`src/rtl/scroll_pkg.sv`:
```
package scroll_pkg;
  localparam int FINE_W  = 3;
  localparam int CRS_W   = 5;
  localparam int DATA_W  = 8;
  localparam int ADDR_W  = 2 * CRS_W + 2 + FINE_W;
  localparam int CX_LSB  = 0;
  localparam int CY_LSB  = CRS_W;
  localparam int NTH_BIT = 2 * CRS_W;
  localparam int NTV_BIT = 2 * CRS_W + 1;
  localparam int FY_LSB  = 2 * CRS_W + 2;
  localparam int ROW_STEP = 1 << CRS_W;
  typedef logic [ADDR_W-1:0] vaddr_t;
endpackage

```
`src/rtl/scroll_tmp_reg.sv`:
```
module scroll_tmp_reg
  import scroll_pkg::*;
(
  input  logic              clk_i,
  input  logic              rst_ni,
  input  logic              scroll_wr_i,
  input  logic              addr_wr_i,
  input  logic              status_rd_i,
  input  logic [DATA_W-1:0] data_i,
  output vaddr_t            tmp_o,
  output logic [FINE_W-1:0] fine_x_o,
  output logic              toggle_o,
  output logic              load_v_o,
  output vaddr_t            load_val_o
);
  vaddr_t            tmp_q, tmp_d;
  logic [FINE_W-1:0] fx_q, fx_d;
  logic              tog_q, tog_d;

  always_comb begin
    tmp_d = tmp_q;
    fx_d  = fx_q;
    tog_d = tog_q;
    if (status_rd_i) begin
      tog_d = 1'b0;
    end else if (addr_wr_i) begin
      if (!tog_q) begin
        tmp_d[ADDR_W-2:DATA_W] = data_i[ADDR_W-2-DATA_W:0];
        tmp_d[ADDR_W-1]        = 1'b0;
        tog_d                  = 1'b1;
      end else begin
        tmp_d[DATA_W-1:0] = data_i;
        tog_d             = 1'b0;
      end
    end else if (scroll_wr_i) begin
      if (!tog_q) begin
        tmp_d[CX_LSB +: CRS_W] = data_i[DATA_W-1 -: CRS_W];
        fx_d                   = data_i[FINE_W-1:0];
        tog_d                  = 1'b1;
      end else begin
        tmp_d[FY_LSB +: FINE_W] = data_i[FINE_W-1:0];
        tmp_d[CY_LSB +: CRS_W]  = data_i[DATA_W-1 -: CRS_W];
        tog_d                   = 1'b0;
      end
    end
  end

  always_ff @(posedge clk_i or negedge rst_ni) begin
    if (!rst_ni) begin
      tmp_q <= '0;
      fx_q  <= '0;
      tog_q <= 1'b0;
    end else begin
      tmp_q <= tmp_d;
      fx_q  <= fx_d;
      tog_q <= tog_d;
    end
  end

  assign tmp_o      = tmp_q;
  assign fine_x_o   = fx_q;
  assign toggle_o   = tog_q;
  assign load_v_o   = addr_wr_i & tog_q & ~status_rd_i;
  assign load_val_o = tmp_d;
endmodule

```
`src/rtl/scroll_v_next.sv`:
```
module scroll_v_next
  import scroll_pkg::*;
#(
  parameter int TILE_ROWS = 30
) (
  input  vaddr_t cur_i,
  input  vaddr_t tmp_i,
  input  logic   inc_x_i,
  input  logic   inc_y_i,
  input  logic   copy_h_i,
  input  logic   copy_v_i,
  input  logic   data_acc_i,
  input  logic   render_active_i,
  input  logic   row_step_i,
  output vaddr_t nxt_o
);
  localparam logic [CRS_W-1:0] LAST_ROW = CRS_W'(TILE_ROWS - 1);

  function automatic vaddr_t step_x(input vaddr_t a);
    vaddr_t r = a;
    if (a[CX_LSB +: CRS_W] == '1) begin
      r[CX_LSB +: CRS_W] = '0;
      r[NTH_BIT]         = ~a[NTH_BIT];
    end else begin
      r[CX_LSB +: CRS_W] = a[CX_LSB +: CRS_W] + CRS_W'(1);
    end
    return r;
  endfunction

  function automatic vaddr_t step_y(input vaddr_t a);
    vaddr_t r = a;
    if (a[FY_LSB +: FINE_W] != '1) begin
      r[FY_LSB +: FINE_W] = a[FY_LSB +: FINE_W] + FINE_W'(1);
    end else begin
      r[FY_LSB +: FINE_W] = '0;
      if (a[CY_LSB +: CRS_W] == LAST_ROW) begin
        r[CY_LSB +: CRS_W] = '0;
        r[NTV_BIT]         = ~a[NTV_BIT];
      end else if (a[CY_LSB +: CRS_W] == '1) begin
        r[CY_LSB +: CRS_W] = '0;
      end else begin
        r[CY_LSB +: CRS_W] = a[CY_LSB +: CRS_W] + CRS_W'(1);
      end
    end
    return r;
  endfunction

  logic render_op;
  assign render_op = inc_x_i | inc_y_i | copy_h_i | copy_v_i;

  always_comb begin
    nxt_o = cur_i;
    if (render_op) begin
      if (inc_x_i) nxt_o = step_x(nxt_o);
      if (inc_y_i) nxt_o = step_y(nxt_o);
      if (copy_h_i) begin
        nxt_o[NTH_BIT]         = tmp_i[NTH_BIT];
        nxt_o[CX_LSB +: CRS_W] = tmp_i[CX_LSB +: CRS_W];
      end
      if (copy_v_i) begin
        nxt_o[FY_LSB +: FINE_W] = tmp_i[FY_LSB +: FINE_W];
        nxt_o[NTV_BIT]          = tmp_i[NTV_BIT];
        nxt_o[CY_LSB +: CRS_W]  = tmp_i[CY_LSB +: CRS_W];
      end
    end else if (data_acc_i) begin
      if (render_active_i) nxt_o = step_y(step_x(cur_i));
      else if (row_step_i) nxt_o = cur_i + ADDR_W'(ROW_STEP);
      else                 nxt_o = cur_i + ADDR_W'(1);
    end
  end
endmodule

```
`src/rtl/scroll_addr_unit.sv`:
```
module scroll_addr_unit
  import scroll_pkg::*;
#(
  parameter int TILE_ROWS = 30
) (
  input  logic        clk_i,
  input  logic        rst_ni,
  input  logic        scroll_wr_i,
  input  logic        addr_wr_i,
  input  logic        data_acc_i,
  input  logic        status_rd_i,
  input  logic [7:0]  cpu_data_i,
  input  logic        row_step_i,
  input  logic        render_active_i,
  input  logic        inc_x_i,
  input  logic        inc_y_i,
  input  logic        copy_h_i,
  input  logic        copy_v_i,
  output logic [14:0] cur_addr_o,
  output logic [2:0]  fine_x_o
);
  vaddr_t tmp_addr, load_val, v_nxt, v_q;
  logic   toggle_q, load_v;

  scroll_tmp_reg u_tmp (
    .clk_i      (clk_i),
    .rst_ni     (rst_ni),
    .scroll_wr_i(scroll_wr_i),
    .addr_wr_i  (addr_wr_i),
    .status_rd_i(status_rd_i),
    .data_i     (cpu_data_i),
    .tmp_o      (tmp_addr),
    .fine_x_o   (fine_x_o),
    .toggle_o   (toggle_q),
    .load_v_o   (load_v),
    .load_val_o (load_val)
  );

  scroll_v_next #(.TILE_ROWS(TILE_ROWS)) u_next (
    .cur_i          (v_q),
    .tmp_i          (tmp_addr),
    .inc_x_i        (inc_x_i),
    .inc_y_i        (inc_y_i),
    .copy_h_i       (copy_h_i),
    .copy_v_i       (copy_v_i),
    .data_acc_i     (data_acc_i),
    .render_active_i(render_active_i),
    .row_step_i     (row_step_i),
    .nxt_o          (v_nxt)
  );

  // address-port load wins over every render strobe
  always_ff @(posedge clk_i or negedge rst_ni) begin
    if (!rst_ni)     v_q <= '0;
    else if (load_v) v_q <= load_val;
    else             v_q <= v_nxt;
  end

  assign cur_addr_o = v_q;
endmodule

```
`config.mk`:
```
export PLATFORM = sky130hd
export DESIGN_NAME = scroll_addr_unit
export DESIGN_NICKNAME = d
export VERILOG_FILES = /design/src/rtl/scroll_pkg.sv /design/src/rtl/scroll_tmp_reg.sv /design/src/rtl/scroll_v_next.sv /design/src/rtl/scroll_addr_unit.sv
export SDC_FILE = /design/constraint.sdc
export NUM_CORES = 1
export LEC_CHECK = 0
export BUFFER_PORTS_ARGS = -buffer_cell sky130_fd_sc_hd__buf_2
export CAP_MARGIN = 10
export CORE_ASPECT_RATIO = 1.5
export CORE_MARGIN = 10
export CORE_UTILIZATION = 58
export DETAILED_ROUTE_END_ITERATION = 8
export GPL_ROUTABILITY_DRIVEN = 0
export PLACE_DENSITY = 0.84
export REMOVE_ABC_BUFFERS = 1
export SYNTH_ARGS = -nofsm -noshare
export SYNTH_HDL_FRONTEND = slang
export SYNTH_HIERARCHICAL = 1
export SYNTH_SLANG_ARGS = --single-unit
export TNS_END_PERCENT = 10
```
`constraint.sdc`:
```
create_clock -name clk_i -period 2.3 [get_ports clk_i]
set_input_delay 0.46 -clock clk_i [delete_from_list [all_inputs] [get_ports clk_i]]
set_output_delay 0.46 -clock clk_i [all_outputs]
set_load 0.01 [all_outputs]
```
Word level (Yosys, flattened, before mapping) --
Index checks and enable logic that the tools add are counted.
Word-level totals: register bits after elaboration 34, word-level logic and storage cells 79
Operators by class: add/sub/neg operators 7, equality and inequality tests 9, bitwise operators 11, mux-type cells 41, reduce and logical (&&, ||, !) cells 5
Operator list (count):
- $mux 15 | 8
- $mux 5 | 11
- $eq 5x5->1 const B | 5
- $mux 10 | 2
- $add 15x1->15 const B | 1
- $add 15x6->15 const B | 1
- $add 5x1->5 const B | 3
- $mux 3 | 5
- $mux 11 | 1
- $mux 1 | 10
- $mux 8 | 1
- $mux 7 | 1
- $add 3x1->3 const B | 2
- $ne 3x3->1 const B | 2
- $not 1->1 | 6
- $reduce_bool 3->1 | 2
- $mux 4 | 1
- $ne 4x1->1 const B | 1
- $ne 4x3->1 const B | 1
- $reduce_and 4->1 | 1
- $or 1x1->1 | 3
- $reduce_and 3->1 | 1
- $and 1x1->1 | 2
- $mux 2 | 1
- $reduce_and 2->1 | 1

Logic depth before layout (Yosys ltp) --
Gate-level depths: netlist of run 1.
word-level depth 12, gate-level depth with buffers 9

Hierarchy --
Netlist of run 1, hierarchy kept.
By module, submodules not included:
- scroll_v_next | cells each 207, area each 1308.8 um2, times used 1
- scroll_tmp_reg | cells each 85, area each 930.9 um2, times used 1
- scroll_addr_unit | cells each 32, area each 613.1 um2, times used 1

Least setup slack after synthesis of run 1 --
OpenSTA, ideal clock, no wires.
path type register to register, start point register v_q[0], in the netlist cur_addr_o[0], end point register v_q[10], in the netlist cur_addr_o[10], library setup time 0.125 ns, data required time 2.175 ns, cell stages (with the launch flop) 10, path slack 0.145 ns, data arrival time 2.029 ns, path through dfrtp_1 > ha_1 > and3_1 > ha_1 > and2_1 > clkbuf_1 > o21ai_1 > xor2_1 > mux2i_1 > mux2_4
Between the ends: word-level cells in the longest chain between the ends 8, elaborated cells on any way between the ends 13
Ends and longest elaborated chain:
- from (decl) | line scroll_addr_unit.sv:22 | vaddr_t tmp_addr, load_val, v_nxt, v_q;
- from (signal assigned) | line scroll_addr_unit.sv:55 | else if (load_v) v_q <= load_val;
- from (signal assigned) | line scroll_addr_unit.sv:56 | else v_q <= v_nxt;
- parallel branches: the longest is 6 deep, another holds $add 15x1->15
- $mux 15 (*) | line scroll_v_next.sv:53 | if (render_op) begin
- net v_nxt[10] | line scroll_addr_unit.sv:22
- $mux 15 (*) | line scroll_addr_unit.sv:55
Mark *: on every way through the listed nets, which the timed path passes. The select of a mux whose other input is x is not followed. A chain may end at the register's enable or synchronous reset.

Worst setup path in the final report of run 1 --
start point register v_q[1], in the netlist cur_addr_o[1], end point register v_q[3], in the netlist cur_addr_o[3]
Between the ends: word-level cells in the longest chain between the ends 8, elaborated cells on any way between the ends 14
Ends and longest elaborated chain:
- $add 5x1->5 or $eq 5x5->1 (tied branches) | line scroll_v_next.sv:25, scroll_v_next.sv:21
- $mux 5 | line scroll_v_next.sv:21 | if (a[CX_LSB +: CRS_W] == '1) begin
- $mux 11 | line scroll_v_next.sv:54 | if (inc_x_i) nxt_o = step_x(nxt_o);
- $mux 15 | line scroll_v_next.sv:53
- $mux 15 | line scroll_v_next.sv:55 | if (inc_y_i) nxt_o = step_y(nxt_o);
- $mux 5 | line scroll_v_next.sv:56 | if (copy_h_i) begin
- $mux 15 (*) | line scroll_v_next.sv:53
- net v_nxt[3] | line scroll_addr_unit.sv:22
- $mux 15 (*) | line scroll_addr_unit.sv:55
Mark *: on every way through the listed nets, which the timed path passes. The rest lies on a longest branch. The select of a mux whose other input is x is not followed.

==> results.ini, run 1 <==
[floorplanning]
dieArea_um2 = 8180
start_util = 0.593
core_um2 = 4810
num_io_pins = 38
row_count = 31
die_w_um = 77.3
dieHeight_um = 106

[clock_network]
cts_tree = done
clk_pin_slew_ps = 70
cts_resized = 0
cts-root-buf = clkbuf_8
postCtsHoldBufs = 0
insertion_delay_ps = 290
clock-sinks = 34
numCtsBuffers = 5
cts_setup_buffers = 0
cts_max_path_buffers = 2
htreeDepth = 2

[critical_path]
crit_required_ps = 2480
r2r-start = cur_addr_o[1]$_DFF_PN0_
critPathKind = flip-flop to flip-flop
r2r_cells = 8
reg2reg_to = cur_addr_o[3]$_DFF_PN0_
arrival_ps = 2370
cp-start-kind = flip-flop
cp-startpoint = cur_addr_o[1]$_DFF_PN0_
end_kind = flip-flop
reg2reg_slack_ps = 110
cp_max_fo = 7

[global_routing]
grt_first_pass_wirelength_um = 13600
grt_max_degree = 35
track_usage = 0.199
grt_overflow = 0
antenna_found_initial = 0
grt_pass1_vias = 2908

[sta]
worst_slew_pin_slew_ps = 783
finalHoldViolations = 0
final.setup.tns_ps = 0
whs_ps = 244
rsz0062_at_grt = no
worst_clock_skew_ps = 3.09
slew_viol_final = 0
period_needed_ps = 2190
setup_viol = 0
fmax_mhz = 456
slew_headroom = 0.478
timing.final.crit_share = 0.953

[finish]
syn2layout_area_growth_pct = 14.4
nets = 397
final_cells = 437
antenna_cells = 0
fill_cells = 434
post-route-util = 0.678
drive_gt1_frac = 0.275

[run_status]
status = finished clean

[detailed_routing]
drc = 0
via_per_inst = 6.63
drt_iter0_drc = 335
dr.pass1.iters = 9
wirelength_um = 8350
wl_met3_um = 593
ant_nets = 0
dr_total_vias = 2896
avgRoutedWirePerCell_um = 19.1
wl_met2_um = 4060
top_layer_used = met4
wl_met1_um = 3240

[placed_design]
hpwl_um = 6340
placed_cells = 429
portBuffers = 37

[power_and_ir_drop]
ir_drop_v = 0.000562
total_power_mw = 2.61
p_leak_nw = 1.51
powerDensity_nw_per_um2 = 800

[yosys]
ys_types = 69
synthCells = 324
dominantRegCellSynth = dfrtp_1
synth.most_common_cell = nand2_1
yosys-top-cells-area = dfrtp_1 30%, mux2_4 5.3%, mux2i_1 5.3%, nand2_1 4.9%, a21oi_1 3.9%
ys_ff_latch = 34
yosysWarningCount = 6
syn_area_um2 = 2850
synth_sequential_area_ratio = 0.298
async_flop_share = 1.00
synth_top_area_frac = 0.298
syn_avg_cell_area_um2 = 8.80
synthTopCellsByCount = 37 x nand2_1, 34 x dfrtp_1, 22 x a21oi_1
yosysTopAreaCell = dfrtp_1
synth-edff-count = 0

[worst_hold_path]
hp-class = primary input to async pin

[job]
drv_cap = 0

## flip-flops by register name, indices dropped and copies added, names as in the netlist
name	cells
u_tmp/toggle_o	1
u_tmp/tmp_o	15
u_tmp/fine_x_o	3
cur_addr_o	15
## logic make-up after synthesis
kind of cell	after synthesis	synth area share
AND/OR/NAND/NOR	113	0.223
AO/OA/AOI/OAI	97	0.225
multiplexers	34	0.141
flip-flops	34	0.298
buffers and inverters	33	0.0636
adder cells (fa/ha/maj)	7	0.0307
XOR/XNOR	6	0.0184
## cells in the final DEF, fill, tap and decap left out, types with 6 or more instances in the layout
cell	count
dfrtp_1	34
nand2_1	37
mux2i_1	15
a22o_1	6
a21oi_1	22
o22ai_1	7
mux2_2	8
nand3_1	6
buf_4	24
buf_2	37
nor3_1	9
nor2_1	16
mux2_4	10
inv_1	10
a21o_1	6
nor2b_1	9
o21ai_0	15
## cell type report
type | instances | area (um^2) | share of cell area
Timing Repair Buffer | 61 | 365 | 0.112
Clock inverter | 2 | 13.8 | 0.00422
Inverter | 11 | 41.3 | 0.0127
Multi-Input combinational cell | 257 | 1840 | 0.563
Tap cell | 66 | 82.6 | 0.0253
Sequential cell | 34 | 851 | 0.261
Clock buffer | 6 | 72.6 | 0.0222
## where the power goes
group	internal, mW	total, mW	switching [mW]
Combinational	0.564	1.22	0.655
Clock	0.214	0.449	0.235
Sequential	0.759	0.941	0.182
Total	1.54	2.61	1.07
## critical path, stage by stage, from the launching register on
cell and delay, ps:
dfrtp_1 410, ha_2 270, and3_1 170, ha_1 220, nand2b_1 220, o22ai_1 100
a211oi_1 280, o22ai_1 130, mux2_4 270
## worst max path at each step
stage,to,depth (start not counted),slack [ps]
final,cur_addr_o[3]$_DFF_PN0_,8,110
after detailed placement,cur_addr_o[14]$_DFF_PN0_,7,90
after CTS,cur_addr_o[14]$_DFF_PN0_,7,70
after floorplan,cur_addr_o[8]$_DFF_PN0_,8,160
after global placement,cur_addr_o[14]$_DFF_PN0_,7,160
after global routing,cur_addr_o[3]$_DFF_PN0_,8,2
## per-layer routing
layer	vias to the layer above	GRT usage
li1	1309	-
met1	1373	0.225
met2	166	0.324
met3	48	0.0481
met4	0	0.137
met5	-	0
## per-stage QoR
stage          worst slack [ps]  area (um^2)
6_report                    108         3260
5_1_grt                    1.83         3260
4_1_cts                    72.5         3250
3_5_place_dp               87.2         3160
3_3_place_gp                160         3160
2_1_floorplan               158         2710
Note: power is estimated with default switching activity, not from simulation.
==> inputs of run 2 (changes only) <==
--- a/config.mk
+++ b/config.mk
@@ -9,10 +9,11 @@
 export CAP_MARGIN = 10
 export CORE_ASPECT_RATIO = 1.5
 export CORE_MARGIN = 10
-export CORE_UTILIZATION = 58
+export CORE_UTILIZATION = 63
+export CTS_CLUSTER_SIZE = 24
 export DETAILED_ROUTE_END_ITERATION = 8
 export GPL_ROUTABILITY_DRIVEN = 0
-export PLACE_DENSITY = 0.84
+export PLACE_DENSITY = 0.9
 export REMOVE_ABC_BUFFERS = 1
 export SYNTH_ARGS = -nofsm -noshare
 export SYNTH_HDL_FRONTEND = slang
==> constraint.sdc (replaced) <==
create_clock -name clk_i -period 2.85 [get_ports clk_i]
set_input_delay 0.57 -clock clk_i [delete_from_list [all_inputs] [get_ports clk_i]]
set_output_delay 0.57 -clock clk_i [all_outputs]
set_load 0.01 [all_outputs]
==> run 2 against run 1 <==
  * Clock power decreased by 19%
  * Worst setup slack improved by 320 ps
  * Non-clock buffer count fell by 16
  * Register-to-register slack improved by 320 ps
  * Critical path depth unchanged
  * Clock-buffer cell count down 1
  * Hold slack better by 84 ps
  * Power down 21%
==> results.ini, run 2 (synthesis results as in run 1) <==
[run_status]
status = finished clean  ; unchanged

[sta]
final.setup.tns_ps = 0  ; unchanged
slew_headroom = 0.511  ; was 0.478
timing.final.crit_share = 0.850  ; was 0.953
fmax_mhz = 413  ; was 456 MHz
worst_slew_pin_slew_ps = 734  ; was 783 ps
setup_viol = 0  ; unchanged
period_needed_ps = 2420  ; was 2190 ps
slew_viol_final = 0  ; unchanged
finalHoldViolations = 0  ; unchanged
rsz0062_at_grt = no  ; unchanged
worst_clock_skew_ps = 8.32  ; was 3.09 ps

[clock_network]
insertion_delay_ps = 290  ; about the same
clock-sinks = 34  ; unchanged
cts-root-buf = clkbuf_8  ; unchanged
numCtsBuffers = 5  ; unchanged
cts_setup_buffers = 0  ; unchanged
postCtsHoldBufs = 0  ; unchanged
cts_max_path_buffers = 2  ; unchanged
cts_resized = 0  ; unchanged
htreeDepth = 2  ; unchanged
cts_tree = done  ; unchanged
clk_pin_slew_ps = 80  ; was 70 ps

[critical_path]
critPathKind = flip-flop to flip-flop  ; unchanged
cp_max_fo = 7  ; unchanged
arrival_ps = 2600  ; was 2370 ps
end_kind = flip-flop  ; unchanged
cp-start-kind = flip-flop  ; unchanged
r2r_cells = 8  ; unchanged
crit_required_ps = 3030  ; was 2480 ps

[detailed_routing]
dr.pass1.iters = 5  ; was 9
avgRoutedWirePerCell_um = 21.0  ; was 19.1 um
drt_iter0_drc = 520  ; was 335
dr_total_vias = 2835  ; was 2896
drc = 0  ; unchanged
ant_nets = 0  ; unchanged
via_per_inst = 7.07  ; was 6.63
wirelength_um = 8440  ; was 8350 um

[global_routing]
track_usage = 0.222  ; was 0.199
grt_pass1_vias = 2745  ; was 2908
antenna_found_initial = 0  ; unchanged
grt_max_degree = 35  ; unchanged
grt_overflow = 0  ; unchanged
grt_first_pass_wirelength_um = 13500  ; was 13600 um

[power_and_ir_drop]
switchingPower_mw = 0.880  ; was 1.07 mW
total_power_mw = 2.07  ; was 2.61 mW
p_int_mw = 1.19  ; was 1.54 mW
ir_drop_v = 0.000546  ; was 0.000562 V
p_leak_nw = 1.42  ; was 1.51 nW
p_seq_frac = 0.395  ; was 0.361
swShare = 0.425  ; was 0.411
p_clk_frac = 0.176  ; was 0.172
comb_power_share = 0.430  ; was 0.467
powerDensity_nw_per_um2 = 666  ; was 800 nW/um^2

[placed_design]
portBuffers = 37  ; unchanged
placed_area_um2 = 3020  ; was 3160 um^2
hpwl_um = 6040  ; was 6340 um
placed_cells = 393  ; was 429

[floorplanning]
dieArea_um2 = 7680  ; was 8180 um^2
row_count = 29  ; was 31
dieHeight_um = 102  ; was 106 um
num_io_pins = 38  ; unchanged
die_w_um = 74.9  ; was 77.3 um
core_um2 = 4320  ; was 4810 um^2
start_util = 0.661  ; was 0.593

[finish]
stdcell_area_um2 = 3110  ; was 3260 um^2
drive_gt1_frac = 0.234  ; was 0.275
nets = 381  ; was 397
antenna_cells = 0  ; unchanged
final_cells = 401  ; was 437
syn2layout_area_growth_pct = 8.86  ; was 14.4%
mostFrequentLayoutCells = 37 x buf_2, 37 x nand2_1, 34 x dfrtp_1  ; unchanged

[worst_hold_path]
hp-class = primary input to async pin  ; unchanged

[job]
drv_cap = 0  ; unchanged

run 2: changes by cell type in the layout (fill, tap and decap cells not counted), sizes merged:
cell      delta
buf         -16
clkbuf       -1
clkinvlp     +1
run 2: through the flow:
step | hold WS (ps) | util | setup slack, ps
2_1_floorplan | 274 | - | 667
6_report | 328 | 0.719 | 429
5_1_grt | 380 | 0.719 | 298
3_5_place_dp | 496 | 0.698 | 501
3_3_place_gp | 488 | 0.698 | 522
4_1_cts | 361 | 0.719 | 499
run 2: path summary, 6_finish.rpt:
| path | end | slack [ps] | startpoint |
|---|---|---|---|
| max | cur_addr_o[0]$_DFF_PN0_ | 430 | cur_addr_o[0]$_DFF_PN0_ |
| min | u_tmp/tmp_o[1]$_DFF_PN0_ | 330 | rst_ni |
| max reg2reg | cur_addr_o[0]$_DFF_PN0_ | 430 | cur_addr_o[0]$_DFF_PN0_ |
| min reg2reg | u_tmp/fine_x_o[2]$_DFFE_PN0P_ | 510 | u_tmp/fine_x_o[2]$_DFFE_PN0P_ |
| max in group asynchronous | u_tmp/tmp_o[14]$_DFF_PN0_ | 2040 | rst_ni |
| min in group clk_i | u_tmp/fine_x_o[2]$_DFFE_PN0P_ | 510 | u_tmp/fine_x_o[2]$_DFFE_PN0P_ |
run 2: area by class of cell:
type / instances / area (um^2)
tap: 46 / 57.6
clock buffer: 5 / 68.8
multi-input combinational: 257 / 1820
sequential: 34 / 851
inverter: 11 / 41.3
fill: 316 / 1210
timing repair buffer: 45 / 245
clock inverter: 3 / 21.3
run 2: worst max-delay path: stages, from the launching register on:
cell      delay, ps
dfrtp_1         470
ha_1            320
and3_1          190
ha_1            240
and2_1          300
nor3_1           90
a211oi_1        290
a21oi_1         120
mux2_2          290
run 2: power groups by stage:
stage	Combinational [mW]	Clock, mW	Sequential, mW
2_1_floorplan	0.547	0	0.799
3_3_place_gp	0.816	0	0.802
3_5_place_dp	0.848	0	0.817
4_1_cts	0.868	0.364	0.810
5_1_grt	0.956	0.384	0.840
6_report	0.889	0.364	0.817
run 2: layer usage:
layer | vias to the layer above | routed length, um | GRT usage | share of wire
li1 | 1265 | - | - | -
met1 | 1327 | 3190 | 0.255 | 0.38
met2 | 198 | 4250 | 0.372 | 0.50
met3 | 45 | 646 | 0.0456 | 0.077
met4 | 0 | 350 | 0.120 | 0.041
met5 | - | 0 | 0 | 0
==> inputs of run 3 (changes only) <==
--- a/config.mk
+++ b/config.mk
@@ -5,15 +5,16 @@
 export SDC_FILE = /design/constraint.sdc
 export NUM_CORES = 1
 export LEC_CHECK = 0
+export ABC_AREA = 1
 export BUFFER_PORTS_ARGS = -buffer_cell sky130_fd_sc_hd__buf_2
 export CAP_MARGIN = 10
 export CORE_ASPECT_RATIO = 1.5
 export CORE_MARGIN = 10
-export CORE_UTILIZATION = 63
+export CORE_UTILIZATION = 53
 export CTS_CLUSTER_SIZE = 24
 export DETAILED_ROUTE_END_ITERATION = 8
 export GPL_ROUTABILITY_DRIVEN = 0
-export PLACE_DENSITY = 0.9
+export PLACE_DENSITY = 0.81
 export REMOVE_ABC_BUFFERS = 1
 export SYNTH_ARGS = -nofsm -noshare
 export SYNTH_HDL_FRONTEND = slang
==> constraint.sdc (replaced) <==
create_clock -name clk_i -period 2 [get_ports clk_i]
set_input_delay 0.4 -clock clk_i [delete_from_list [all_inputs] [get_ports clk_i]]
set_output_delay 0.4 -clock clk_i [all_outputs]
set_load 0.01 [all_outputs]
==> run 3 against run 2 <==
  * Via count up 6.7%
  * Area after synthesis grew 1.9%
  * Power grew 20%
  * Cell count increased by 39%
  * Synthesized cell count grew 39%
  * First-iteration DRC count is 31% lower
  * Combinational power rose by 15%
  * Hold slack lost 160 ps
  * Sequential share of layout area shrank 0.85 points
  * Die area increased by 16%
  * Non-clock buffer count grew 2
==> results.ini, run 3 <==
[sta]
worst_clock_skew_ps = 8.35  ; was 8.32 ps
worst_slack_ps = 147  ; was 429 ps
slew_viol_final = 0  ; unchanged
slew_headroom = 0.512  ; was 0.511
period_needed_ps = 1850  ; was 2420 ps
setup_viol = 0  ; unchanged
finalHoldViolations = 0  ; unchanged
fmax_mhz = 540  ; was 413 MHz
timing.final.crit_share = 0.927  ; was 0.850
rsz0062_at_grt = yes  ; was no
worst_slew_pin_slew_ps = 732  ; was 734 ps

[placed_design]
hpwl_um = 6120  ; was 6040 um
portBuffers = 37  ; unchanged
dpl_worst_slack_ps = 123  ; was 501 ps

[finish]
antenna_cells = 0  ; unchanged
nets = 517  ; was 381
fill_cells = 528  ; was 316
syn2layout_area_growth_pct = 10.2  ; was 8.86%
post-route-util = 0.592  ; was 0.719
final_common_cell = nand2_1
mostFrequentLayoutCells = 170 x nand2_1, 48 x nand3_1, 40 x inv_1  ; was 37 x buf_2, 37 x nand2_1, 34 x dfrtp_1
drive_gt1_frac = 0.184  ; was 0.234

[clock_network]
numCtsBuffers = 5  ; unchanged
insertion_delay_ps = 280  ; was 290 ps
cts_max_path_buffers = 2  ; unchanged
htreeDepth = 2  ; unchanged
cts-root-buf = clkbuf_8  ; unchanged
clk_pin_slew_ps = 70  ; was 80 ps
cts_tree = done  ; unchanged
clock-sinks = 34  ; unchanged

[yosys]
yosys-top-cells-area = dfrtp_1 29%, nand2_1 22%, nand3_1 8.3%, a21oi_1 6.5%, inv_1 5.2%  ; was dfrtp_1 30%, mux2_4 5.3%, mux2i_1 5.3%, nand2_1 4.9%, a21oi_1 3.9%
async_flop_share = 1.00  ; unchanged
syn_avg_cell_area_um2 = 6.45  ; was 8.80 um^2
synth_top_area_frac = 0.293  ; was 0.298
synthTopCellsByCount = 170 x nand2_1, 48 x nand3_1, 40 x inv_1  ; was 37 x nand2_1, 34 x dfrtp_1, 22 x a21oi_1
synth.most_common_cell = nand2_1  ; unchanged
yosysTopAreaCell = dfrtp_1  ; unchanged
syn_area_um2 = 2910  ; was 2850 um^2
synth-edff-count = 0  ; unchanged
synthCells = 451  ; was 324
ys_ff_latch = 34  ; unchanged
dominantRegCellSynth = dfrtp_1  ; unchanged
ys_types = 37  ; was 69
synth_sequential_area_ratio = 0.293  ; was 0.298
yosysWarningCount = 6  ; unchanged

[critical_path]
critPathKind = flip-flop to flip-flop  ; unchanged
cp-start-kind = flip-flop  ; unchanged
end_kind = flip-flop  ; unchanged
r2r-start = cur_addr_o[13]$_DFF_PN0_  ; was cur_addr_o[0]$_DFF_PN0_
arrival_ps = 2080  ; was 2600 ps
cp_max_fo = 8  ; was 7
cp-startpoint = cur_addr_o[13]$_DFF_PN0_  ; was cur_addr_o[0]$_DFF_PN0_
crit_required_ps = 2220  ; was 3030 ps

[global_routing]
grtUsageMet3 = 0.0317  ; was 0.0456
track_usage = 0.178  ; was 0.222
use_met1 = 0.211  ; was 0.255
grt_pass1_vias = 2884  ; was 2745
top_usage_layer = met2  ; unchanged
grt_overflow = 0  ; unchanged
grt_first_pass_wirelength_um = 13200  ; was 13500 um
antenna_found_initial = 0  ; unchanged
grt_max_degree = 35  ; unchanged
grtUsageMet2 = 0.290  ; was 0.372

[detailed_routing]
wirelength_um = 7930  ; was 8440 um
dr.pass1.iters = 5  ; unchanged
via_per_inst = 5.41  ; was 7.07
ant_nets = 0  ; unchanged
dr_total_vias = 3025  ; was 2835
drt_iter0_drc = 359  ; was 520
avgRoutedWirePerCell_um = 14.2  ; was 21.0 um
drc = 0  ; unchanged

[floorplanning]
die_w_um = 80.5  ; was 74.9 um
num_io_pins = 38  ; unchanged
core_um2 = 5410  ; was 4320 um^2
dieHeight_um = 111  ; was 102 um
row_count = 33  ; was 29
start_util = 0.538  ; was 0.661
dieArea_um2 = 8910  ; was 7680 um^2

[power_and_ir_drop]
powerDensity_nw_per_um2 = 774  ; was 666 nW/um^2
ir_drop_v = 0.000627  ; was 0.000546 V
p_leak_nw = 1.70  ; was 1.42 nW

[job]
drv_cap = 0  ; unchanged

[run_status]
status = finished clean  ; unchanged

[worst_hold_path]
hp-class = primary input to async pin  ; unchanged

==> run 3: cell types whose count changed in the layout (fill, tap and decap cells not counted), moves of 9 or more <==
cell,delta
a21oi_1,+15
nor2b_1,-9
nor2_1,+14
nand3_1,+42
nand2_2,+10
mux2_4,-10
nand2_1,+133
inv_1,+30
mux2i_1,-15
==> run 3: path summary, 6_finish.rpt <==
check | depth (start not counted) | slack, ps | to
worst min-delay path | 1 | 170 | u_tmp/tmp_o[14]$_DFF_PN0_
worst min register to register | 2 | 490 | u_tmp/fine_x_o[0]$_DFFE_PN0P_
max in group asynchronous | 1 | 1350 | u_tmp/tmp_o[0]$_DFF_PN0_
worst max register to register | 12 | 150 | cur_addr_o[8]$_DFF_PN0_
min in group clk_i | 3 | 400 | u_tmp/tmp_o[7]$_DFF_PN0_
worst max-delay path | 12 | 150 | cur_addr_o[8]$_DFF_PN0_
==> run 3: report_power, final <==
part | switching, mW | leakage, nW | internal [mW]
combinational | 0.640 | 1.24 | 0.384
clock | 0.229 | 0.0431 | 0.265
sequential | 0.136 | 0.419 | 0.826
total | 1.01 | 1.70 | 1.48
==> run 3: what timing repair did <==
action / CTS / global route
setup endpoints to repair: 0 / 6
buffers inserted: 0 / 1
hold buffers: 0 / 0
resized for setup: 0 / 5
==> run 3: final cells by class <==
type / instances / area, um^2 / area share
multi-input cells: 354 / 1740 / 0.542
flip-flops and latches: 34 / 851 / 0.266
repair buffers: 47 / 260 / 0.0812
inverters: 48 / 185 / 0.0578
well taps: 70 / 87.6 / 0.0273
clock buffers: 6 / 82.6 / 0.0258
==> run 3: worst max-delay path, stage by stage, from the launching register on <==
cell,delay (ps)
dfrtp_1,420
ha_1,200
ha_1,320
nand2_1,110
nor2_2,150
nand2_1,100
nand3_1,70
nand2_1,50
inv_1,50
nand2_1,50
a21oi_2,150
nand2_1,70
nand2_1,50
==> run 3: kinds of logic (layout without fill, tap and decap cells) <==
group                      Yosys count  after routing  synth area share
and+or+nand+nor                    275            275             0.415
AOI/OAI and AO/OA                   68             68             0.133
buffers and inverters               63            101             0.117
DFF                                 34             34             0.293
adders and majority gates            7              7            0.0301
xor gates and xnor gates             4              4            0.0120
==> run 3: stage by stage <==
step | area [um^2] | total power, mW | instances | hold WS [ps] | TNS [ps]
6_report | 3200 | 2.48 | 559 | 172 | 0
3_5_place_dp | 3090 | 1.96 | 552 | 479 | 0
3_3_place_gp | 3090 | 1.94 | 552 | 464 | 0
5_1_grt | 3200 | 2.68 | 559 | 218 | -25.2
2_1_floorplan | 2750 | 1.60 | 436 | 104 | 0
4_1_cts | 3180 | 2.47 | 558 | 196 | 0
==> run 3: per-layer routing <==
layer	wire [um]	vias to the layer above
met1	3230	1330
met5	0	-
met4	364	0
met3	528	33
li1	-	1523
met2	3810	139
